==> src/rtl/serial_port_pkg.sv <==
package serial_port_pkg;

    localparam int TICKS_PER_BIT = 16;
    localparam int FRAME_MAX     = 11;

    typedef enum logic [2:0] {
        RX_IDLE,
        RX_START,
        RX_DATA,
        RX_PAR,
        RX_STOP
    } rx_state_t;

    typedef struct packed {
        logic frm;
        logic par;
        logic ovr;
    } err_flags_t;

    typedef struct packed {
        logic [FRAME_MAX-1:0] bits;
        logic [3:0]           last;
    } tx_frame_t;

    function automatic logic even_par(input logic [7:0] d);
        return ^d;
    endfunction

    function automatic tx_frame_t build_frame(input logic [7:0] d,
                                              input logic       with_par,
                                              input logic       sync);
        tx_frame_t f;
        f.bits = '1;
        if (sync) begin
            f.bits[7:0] = d;
            f.last      = 4'd7;
        end else begin
            f.bits[0]   = 1'b0;
            f.bits[8:1] = d;
            if (with_par) begin
                f.bits[9] = even_par(d);
                f.last    = 4'd10;
            end else begin
                f.last    = 4'd9;
            end
        end
        return f;
    endfunction

endpackage

==> src/rtl/serial_port_tick.sv <==
module serial_port_tick #(
    parameter int CLKS_PER_TICK = 4
) (
    input  logic clk,
    input  logic rst,
    output logic tick
);
    localparam int CW = (CLKS_PER_TICK > 1) ? $clog2(CLKS_PER_TICK) : 1;
    localparam logic [CW-1:0] LAST = CW'(CLKS_PER_TICK - 1);

    logic [CW-1:0] cnt;

    always_ff @(posedge clk) begin
        if (rst)            cnt <= '0;
        else if (cnt == LAST) cnt <= '0;
        else                cnt <= cnt + 1'b1;
    end

    assign tick = (cnt == LAST);
endmodule

==> src/rtl/serial_port_tx.sv <==
module serial_port_tx
    import serial_port_pkg::*;
(
    input  logic       clk,
    input  logic       rst,
    input  logic       tick,
    input  logic       tx_en,
    input  logic       sync_mode,
    input  logic       par_en,
    input  logic       err_any,
    input  logic       tdr_wr,
    input  logic [7:0] tdr_data,
    output logic       line,
    output logic       sck,
    output logic       tdre,
    output logic       busy
);
    localparam int TW = $clog2(TICKS_PER_BIT);
    localparam logic [TW-1:0] TLAST = TW'(TICKS_PER_BIT - 1);
    localparam logic [TW-1:0] THALF = TW'(TICKS_PER_BIT / 2);

    logic [TW-1:0]        tcnt;
    logic [3:0]           bitcnt;
    logic [3:0]           lastbit;
    logic [FRAME_MAX-1:0] shreg;
    logic [7:0]           tdr;
    logic                 fsync;
    logic                 can_start;
    tx_frame_t            fr;

    always_comb begin
        fr        = build_frame(tdr, par_en, sync_mode);
        can_start = tick && !tdre && !(sync_mode && err_any);
    end

    always_ff @(posedge clk) begin
        if (rst) begin
            busy    <= 1'b0;
            line    <= 1'b1;
            tdre    <= 1'b1;
            tdr     <= '0;
            shreg   <= '1;
            tcnt    <= '0;
            bitcnt  <= '0;
            lastbit <= '0;
            fsync   <= 1'b0;
        end else begin
            if (!tx_en) begin
                busy <= 1'b0;
                line <= 1'b1;
                tdre <= 1'b1;
            end else if (!busy) begin
                if (can_start) begin
                    busy    <= 1'b1;
                    line    <= fr.bits[0];
                    shreg   <= {1'b1, fr.bits[FRAME_MAX-1:1]};
                    tcnt    <= '0;
                    bitcnt  <= '0;
                    lastbit <= fr.last;
                    fsync   <= sync_mode;
                    tdre    <= 1'b1;
                end
            end else if (tick) begin
                if (tcnt == TLAST) begin
                    tcnt <= '0;
                    if (bitcnt == lastbit) begin
                        busy <= 1'b0;
                        line <= 1'b1;
                    end else begin
                        bitcnt <= bitcnt + 1'b1;
                        line   <= shreg[0];
                        shreg  <= {1'b1, shreg[FRAME_MAX-1:1]};
                    end
                end else begin
                    tcnt <= tcnt + 1'b1;
                end
            end
            if (tdr_wr) begin
                tdr  <= tdr_data;
                tdre <= 1'b0;
            end
        end
    end

    assign sck = !(busy && fsync) || (tcnt >= THALF);


    tx_abort_chk: assert property (@(posedge clk) disable iff (rst)
        (!tx_en && !tdr_wr) |=> (!busy && tdre && line));


    sync_block_chk: assert property (@(posedge clk) disable iff (rst)
        (!busy && sync_mode && err_any) |=> !busy);


    start_empties_chk: assert property (@(posedge clk) disable iff (rst)
        ($rose(busy) && !$past(tdr_wr)) |-> tdre);
endmodule

==> src/rtl/serial_port_rx.sv <==
module serial_port_rx
    import serial_port_pkg::*;
(
    input  logic       clk,
    input  logic       rst,
    input  logic       tick,
    input  logic       run,
    input  logic       par_en,
    input  logic       rxd,
    input  logic       rdr_rd,
    input  logic [2:0] err_clr,
    output logic [7:0] rdr_data,
    output logic       rdr_full,
    output err_flags_t flags
);
    localparam int TW = $clog2(TICKS_PER_BIT);
    localparam logic [TW-1:0] TLAST = TW'(TICKS_PER_BIT - 1);
    localparam logic [TW-1:0] TMID  = TW'(TICKS_PER_BIT / 2 - 1);

    logic [1:0]  sy;
    logic        rxs;
    rx_state_t   state;
    logic [TW-1:0] cnt;
    logic [2:0]  bitn;
    logic [7:0]  shreg;
    logic        par_bit;
    logic        bit_due;
    logic        finish;
    err_flags_t  set_f;

    assign rxs = sy[1];

    always_ff @(posedge clk) begin
        if (rst) sy <= 2'b11;
        else     sy <= {sy[0], rxd};
    end

    always_comb begin
        bit_due   = tick && (cnt == TLAST);
        finish    = (state == RX_STOP) && bit_due;
        set_f.ovr = finish && rdr_full && !rdr_rd;
        set_f.frm = finish && !rxs;
        set_f.par = finish && par_en && (par_bit != even_par(shreg));
    end

    always_ff @(posedge clk) begin
        if (rst || !run) begin
            state   <= RX_IDLE;
            cnt     <= '0;
            bitn    <= '0;
            if (rst) begin
                shreg   <= '0;
                par_bit <= 1'b0;
            end
        end else begin
            unique case (state)
                RX_IDLE: if (tick && !rxs) begin
                    state <= RX_START;
                    cnt   <= '0;
                end
                RX_START: if (tick) begin
                    if (cnt == TMID) begin
                        cnt   <= '0;
                        bitn  <= '0;
                        state <= rxs ? RX_IDLE : RX_DATA;
                    end else begin
                        cnt <= cnt + 1'b1;
                    end
                end
                RX_DATA: if (tick) begin
                    if (bit_due) begin
                        cnt   <= '0;
                        shreg <= {rxs, shreg[7:1]};
                        bitn  <= bitn + 1'b1;
                        if (bitn == 3'd7) state <= par_en ? RX_PAR : RX_STOP;
                    end else begin
                        cnt <= cnt + 1'b1;
                    end
                end
                RX_PAR: if (tick) begin
                    if (bit_due) begin
                        cnt     <= '0;
                        par_bit <= rxs;
                        state   <= RX_STOP;
                    end else begin
                        cnt <= cnt + 1'b1;
                    end
                end
                RX_STOP: if (tick) begin
                    if (bit_due) begin
                        cnt   <= '0;
                        state <= RX_IDLE;
                    end else begin
                        cnt <= cnt + 1'b1;
                    end
                end
                default: state <= RX_IDLE;
            endcase
        end
    end

    always_ff @(posedge clk) begin
        if (rst) begin
            rdr_data <= '0;
            rdr_full <= 1'b0;
            flags    <= '0;
        end else begin
            if (finish && (!rdr_full || rdr_rd)) rdr_data <= shreg;
            if (finish)      rdr_full <= 1'b1;
            else if (rdr_rd) rdr_full <= 1'b0;
            flags.ovr <= set_f.ovr | (flags.ovr & !err_clr[0]);
            flags.par <= set_f.par | (flags.par & !err_clr[1]);
            flags.frm <= set_f.frm | (flags.frm & !err_clr[2]);
        end
    end


    frm_at_stop_chk: assert property (@(posedge clk) disable iff (rst)
        $rose(flags.frm) |-> ($past(state) == RX_STOP));


    ovr_keeps_data_chk: assert property (@(posedge clk) disable iff (rst)
        $rose(flags.ovr) |-> $stable(rdr_data));


    flags_hold_chk: assert property (@(posedge clk) disable iff (rst)
        (!run && err_clr == 3'b000) |=> $stable(flags));


    glitch_idle_chk: assert property (@(posedge clk) disable iff (rst)
        (state == RX_START && tick && cnt == TMID && rxs) |=> (state == RX_IDLE && !rdr_full == !$past(rdr_full)));
endmodule

==> src/rtl/serial_port.sv <==
module serial_port
    import serial_port_pkg::*;
#(
    parameter int CLKS_PER_TICK = 4
) (
    input  logic       clk,
    input  logic       rst,
    input  logic       tx_en,
    input  logic       rx_en,
    input  logic       sync_mode,
    input  logic       par_en,
    input  logic       port_dir,
    input  logic       port_dat,
    input  logic       tdr_wr,
    input  logic [7:0] tdr_data,
    input  logic       rdr_rd,
    input  logic [2:0] err_clr,
    input  logic       rxd,
    output logic       txd,
    output logic       txd_oe,
    output logic       sck,
    output logic       tdre,
    output logic       rdr_full,
    output logic [7:0] rdr_data,
    output logic       err_ovr,
    output logic       err_par,
    output logic       err_frm
);
    logic       tick;
    logic       tx_line;
    logic       tx_busy;
    err_flags_t flags;

    serial_port_tick #(.CLKS_PER_TICK(CLKS_PER_TICK)) u_tick (
        .clk  (clk),
        .rst  (rst),
        .tick (tick)
    );

    serial_port_tx u_tx (
        .clk       (clk),
        .rst       (rst),
        .tick      (tick),
        .tx_en     (tx_en),
        .sync_mode (sync_mode),
        .par_en    (par_en),
        .err_any   (|flags),
        .tdr_wr    (tdr_wr),
        .tdr_data  (tdr_data),
        .line      (tx_line),
        .sck       (sck),
        .tdre      (tdre),
        .busy      (tx_busy)
    );

    serial_port_rx u_rx (
        .clk      (clk),
        .rst      (rst),
        .tick     (tick),
        .run      (rx_en && !sync_mode),
        .par_en   (par_en),
        .rxd      (rxd),
        .rdr_rd   (rdr_rd),
        .err_clr  (err_clr),
        .rdr_data (rdr_data),
        .rdr_full (rdr_full),
        .flags    (flags)
    );

    assign txd     = tx_en ? tx_line : (port_dir ? port_dat : 1'b1);
    assign txd_oe  = tx_en | port_dir;
    assign err_ovr = flags.ovr;
    assign err_par = flags.par;
    assign err_frm = flags.frm;


    port_mark_chk: assert property (@(posedge clk) disable iff (rst)
        (!tx_en && !port_dir) |-> (txd && !txd_oe));


    sck_idle_chk: assert property (@(posedge clk) disable iff (rst)
        !tx_busy |-> sck);
endmodule

==> config.mk <==
export PLATFORM = sky130hd
export DESIGN_NAME = serial_port
export DESIGN_NICKNAME = d
export VERILOG_FILES = /design/src/rtl/serial_port_pkg.sv /design/src/rtl/serial_port_tick.sv /design/src/rtl/serial_port_tx.sv /design/src/rtl/serial_port_rx.sv /design/src/rtl/serial_port.sv
export SDC_FILE = /design/constraint.sdc
export NUM_CORES = 1
export LEC_CHECK = 0
export BUFFER_PORTS_ARGS = -buffer_cell sky130_fd_sc_hd__buf_2
export CORE_ASPECT_RATIO = 0.8
export CORE_MARGIN = 4
export CORE_UTILIZATION = 50
export CTS_CLUSTER_SIZE = 25
export DETAILED_ROUTE_END_ITERATION = 10
export PLACE_DENSITY = 0.79
export SLEW_MARGIN = 40
export SYNTH_ARGS = -nofsm -noshare
export SYNTH_HDL_FRONTEND = slang
export SYNTH_HIERARCHICAL = 1
export SYNTH_SLANG_ARGS = --single-unit
==> constraint.sdc <==
create_clock -name clk -period 2.5 [get_ports clk]
set_clock_uncertainty 0.2 [all_clocks]
set_input_delay 0.5 -clock clk [delete_from_list [all_inputs] [get_ports clk]]
set_output_delay 0.5 -clock clk [all_outputs]
set_load 0.03 [all_outputs]
==> flow_metrics.py <==
metrics = {
    "clock_tree": {
        "h-tree-depth": 3,
        "cts_sinks": 67,
        "numCtsBuffers": 9,
        "post_cts_buffers": 0,
        "cts_hold_buf": 0,
        "clk_pin_slew_worst_paths_ps": 80,
        "worstSkewPairLatency_ps": 350,
        "cts_tree": "done",
        "max-clock-path-buffers": 2,
        "cts_resized": 0,
        "clock-root-buffer": "clkbuf_8",
    },
    "critical_path": {
        "cp.arrival_ps": 2320,
        "crit_path_start_kind": "register",
        "worstPathRequired_ps": 2570,
        "critical_path.max_fanout": 14,
        "critPathKind": "register to register",
        "critPathCaptureType": "register",
    },
    "die": {
        "start_util_pct": 52.86,
        "rows": 26,
        "die_area_um2": 8352,
        "core_area_um2": 6571,
        "die_x_um": 101.2,
        "num_io_pins": 38,
        "die_h_um": 82.55,
    },
    "timing": {
        "finalMaxSlewViolations": 0,
        "fmax_mhz": 443.9,
        "relSlewSlack_pct": 60.33,
        "tns_ps": 0,
        "hold_violations": 0,
        "worst_slew_pin_slew_ps": 590.6,
        "finalCritPeriodShare_pct": 90.11,
        "grt_setup_unrepaired": "no",
        "setup_violations": 0,
        "fin_crit_ps": 2253,
    },
    "cells_and_area": {
        "layout.nets": 429,
        "layout_common_cells": "dfxtp_1 (58), nor2_1 (43), buf_2 (37)",
        "seq_area_um2": 1431,
        "final_common_cell": "dfxtp_1",
        "fin_cells": 489,
        "fin_util_pct": 60.19,
        "layout-drive-gt1-share_pct": 23.70,
        "areaGrowthSynthToFinish_pct": 13.87,
        "multi_input_area_um2": 1861,
        "antenna_cells": 0,
        "fillerInstances": 570,
    },
    "route": {
        "wl_per_cell_um": 15.27,
        "first_pass_iters": 4,
        "via_count": 2747,
        "route.detailed.drc": 0,
        "dr.first_iter.drc_count": 199,
        "wl_um": 7467,
        "ant_nets": 0,
        "vias_per_cell": 5.618,
    },
    "outcome": {
        "outcome": "completed",
    },
    "placed_design": {
        "dp_cells": 473,
        "place.gp.congestion": 0.7921,
        "port_buffers": 37,
        "dp_hpwl_um": 5217,
    },
    "power": {
        "pwr-share-comb_pct": 7.7,
        "peakVddDrop_v": 0.0003713,
        "seq_power_share_pct": 46.5,
        "p_per_area_nw_per_um2": 617.3,
        "pwr-share-clk_pct": 45.8,
        "leakagePower_nw": 1.533,
        "p_int_w": 0.001869,
        "p_switching_w": 0.0005727,
        "netSwitchingFraction_pct": 23.46,
    },
    "logic_synthesis": {
        "ys_ff_latch": 67,
        "ys.flop_type": "dfxtp_1",
        "synthesis.nets": 393,
        "yosysWarnings": 6,
        "synth_edf_count": 9,
        "async_flop_share_pct": 0,
        "syn_area_per_cell_um2": 9.542,
        "synthTopCellsByArea": "dfxtp_1 (33%), mux2i_1 (8.4%), edfxtp_1 (7.8%), nor2_1 (4.6%), xnor2_1 (4.0%)",
        "seq_area_frac_synth_pct": 41.21,
        "synth_cell_types": 65,
        "synth_top_cell_area_share_pct": 33.43,
        "synthesis.area_um2": 3473,
        "yosys.area.top_type": "dfxtp_1",
        "syn_inst": 364,
    },
    "worst_hold_path": {
        "worstHoldPathType": "primary input to register",
    },
    "flow_run": {
        "cap_violations": 0,
    },
    "global_routing": {
        "grt_first_pass_wirelength_um": 12290,
        "grt_pass1_vias": 2493,
        "antenna_found_initial": 0,
        "grt_max_degree": 24,
        "grt_use_total_pct": 18.96,
        "overflow": 0,
    },
}
## flip-flops by register name (all words and copies together), names as in the netlist, 2 cells and up
register       count
u_rx/flags         3
u_rx/cnt           4
u_tx/shreg         9
u_tx/bitcnt        4
u_tx/tdr           8
u_tx/lastbit       4
u_tx/tcnt          4
u_rx/shreg         8
u_rx/sy            2
u_tick/cnt         2
u_rx/bitn          3
u_rx/rdr_data      8
u_rx/state         3
## critical path, cell delays in order (launching register included)
cell and delay [ps]:
dfxtp_1 360, ha_1 530, nand2_2 220, nor3_4 460, buf_12 190, a2111oi_0 60, a31oi_1 160
## cell type report
cell class,instances,share of cell area (%)
clock buffer,9,3.132
clock inverter,7,3.132
inverter,12,1.139
multi-input combinational,264,47.04
sequential,67,36.19
tap,84,2.657
timing repair buffer,46,6.707
## metrics by stage
step           worst slack, ps  total power [W]  hold slack (ps)  cell area (um^2)
6_report                 247.3         0.002441            133.0              3955
5_1_grt                  68.95         0.002527            128.8              3955
4_1_cts                  255.3         0.002458            119.5              3955
3_5_place_dp             294.4         0.001347            194.0              3707
3_3_place_gp             392.7         0.001342            195.3              3707
2_1_floorplan            435.1         0.001297            189.5              3473
## cell families (layout without fill, tap and decap cells)
kind of cell    Yosys count  count (layout)  synth area share (%)
simple gates            139             139                 22.23
xor+xnor                 18              18                 4.935
buf+inv                  33              74                 5.223
fa+ha+maj                 7               7                 2.521
compound gates           71              71                 15.53
mux                      29              29                 8.357
flops                    67              67                 41.21
## metal layers
layer	global-route usage (%)	wire, um
met5	0	0
met4	6.109	70
met3	6.549	436
met2	28.00	3399
met1	25.97	3560
## cell usage after synthesis, drive strengths merged (3+ instances only)
| cell type | n |
|---|---|
| or3 | 5 |
| o21ai | 11 |
| a21oi | 22 |
| nand3 | 15 |
| a2111oi | 9 |
| nand2 | 17 |
| inv | 12 |
| clkbuf | 10 |
| nand3b | 6 |
| or2 | 4 |
| nor2 | 45 |
| buf | 11 |
| mux2i | 29 |
| and2 | 9 |
| edfxtp | 9 |
| ha | 7 |
| dfxtp | 58 |
| nor3b | 4 |
| a31oi | 9 |
| nor3 | 9 |
| and3 | 3 |
| nand2b | 7 |
| nor2b | 4 |
| xnor2 | 16 |
| o211ai | 3 |
## final timing paths
kind                                      end  depth (start not counted)  slack [ps]           from
worst min register to register     u_rx/sy[1]                          1         220     u_rx/sy[0]
worst max-delay path            u_tx/shreg[4]                          6         250  u_tick/cnt[0]
worst min-delay path               u_rx/sy[0]                          2         130            rxd
worst max register to register  u_tx/shreg[4]                          6         250  u_tick/cnt[0]
## power groups by stage
stage	Sequential, W	Clock [W]	Combinational [W]
3_5_place_dp	0.00116	0	0.000186
3_3_place_gp	0.00116	0	0.000182
4_1_cts	0.00114	0.00113	0.000188
2_1_floorplan	0.00116	0	0.000140
6_report	0.00114	0.00112	0.000187
5_1_grt	0.00114	0.00118	0.000208
No activity file was read; power rests on OpenSTA's default activity.
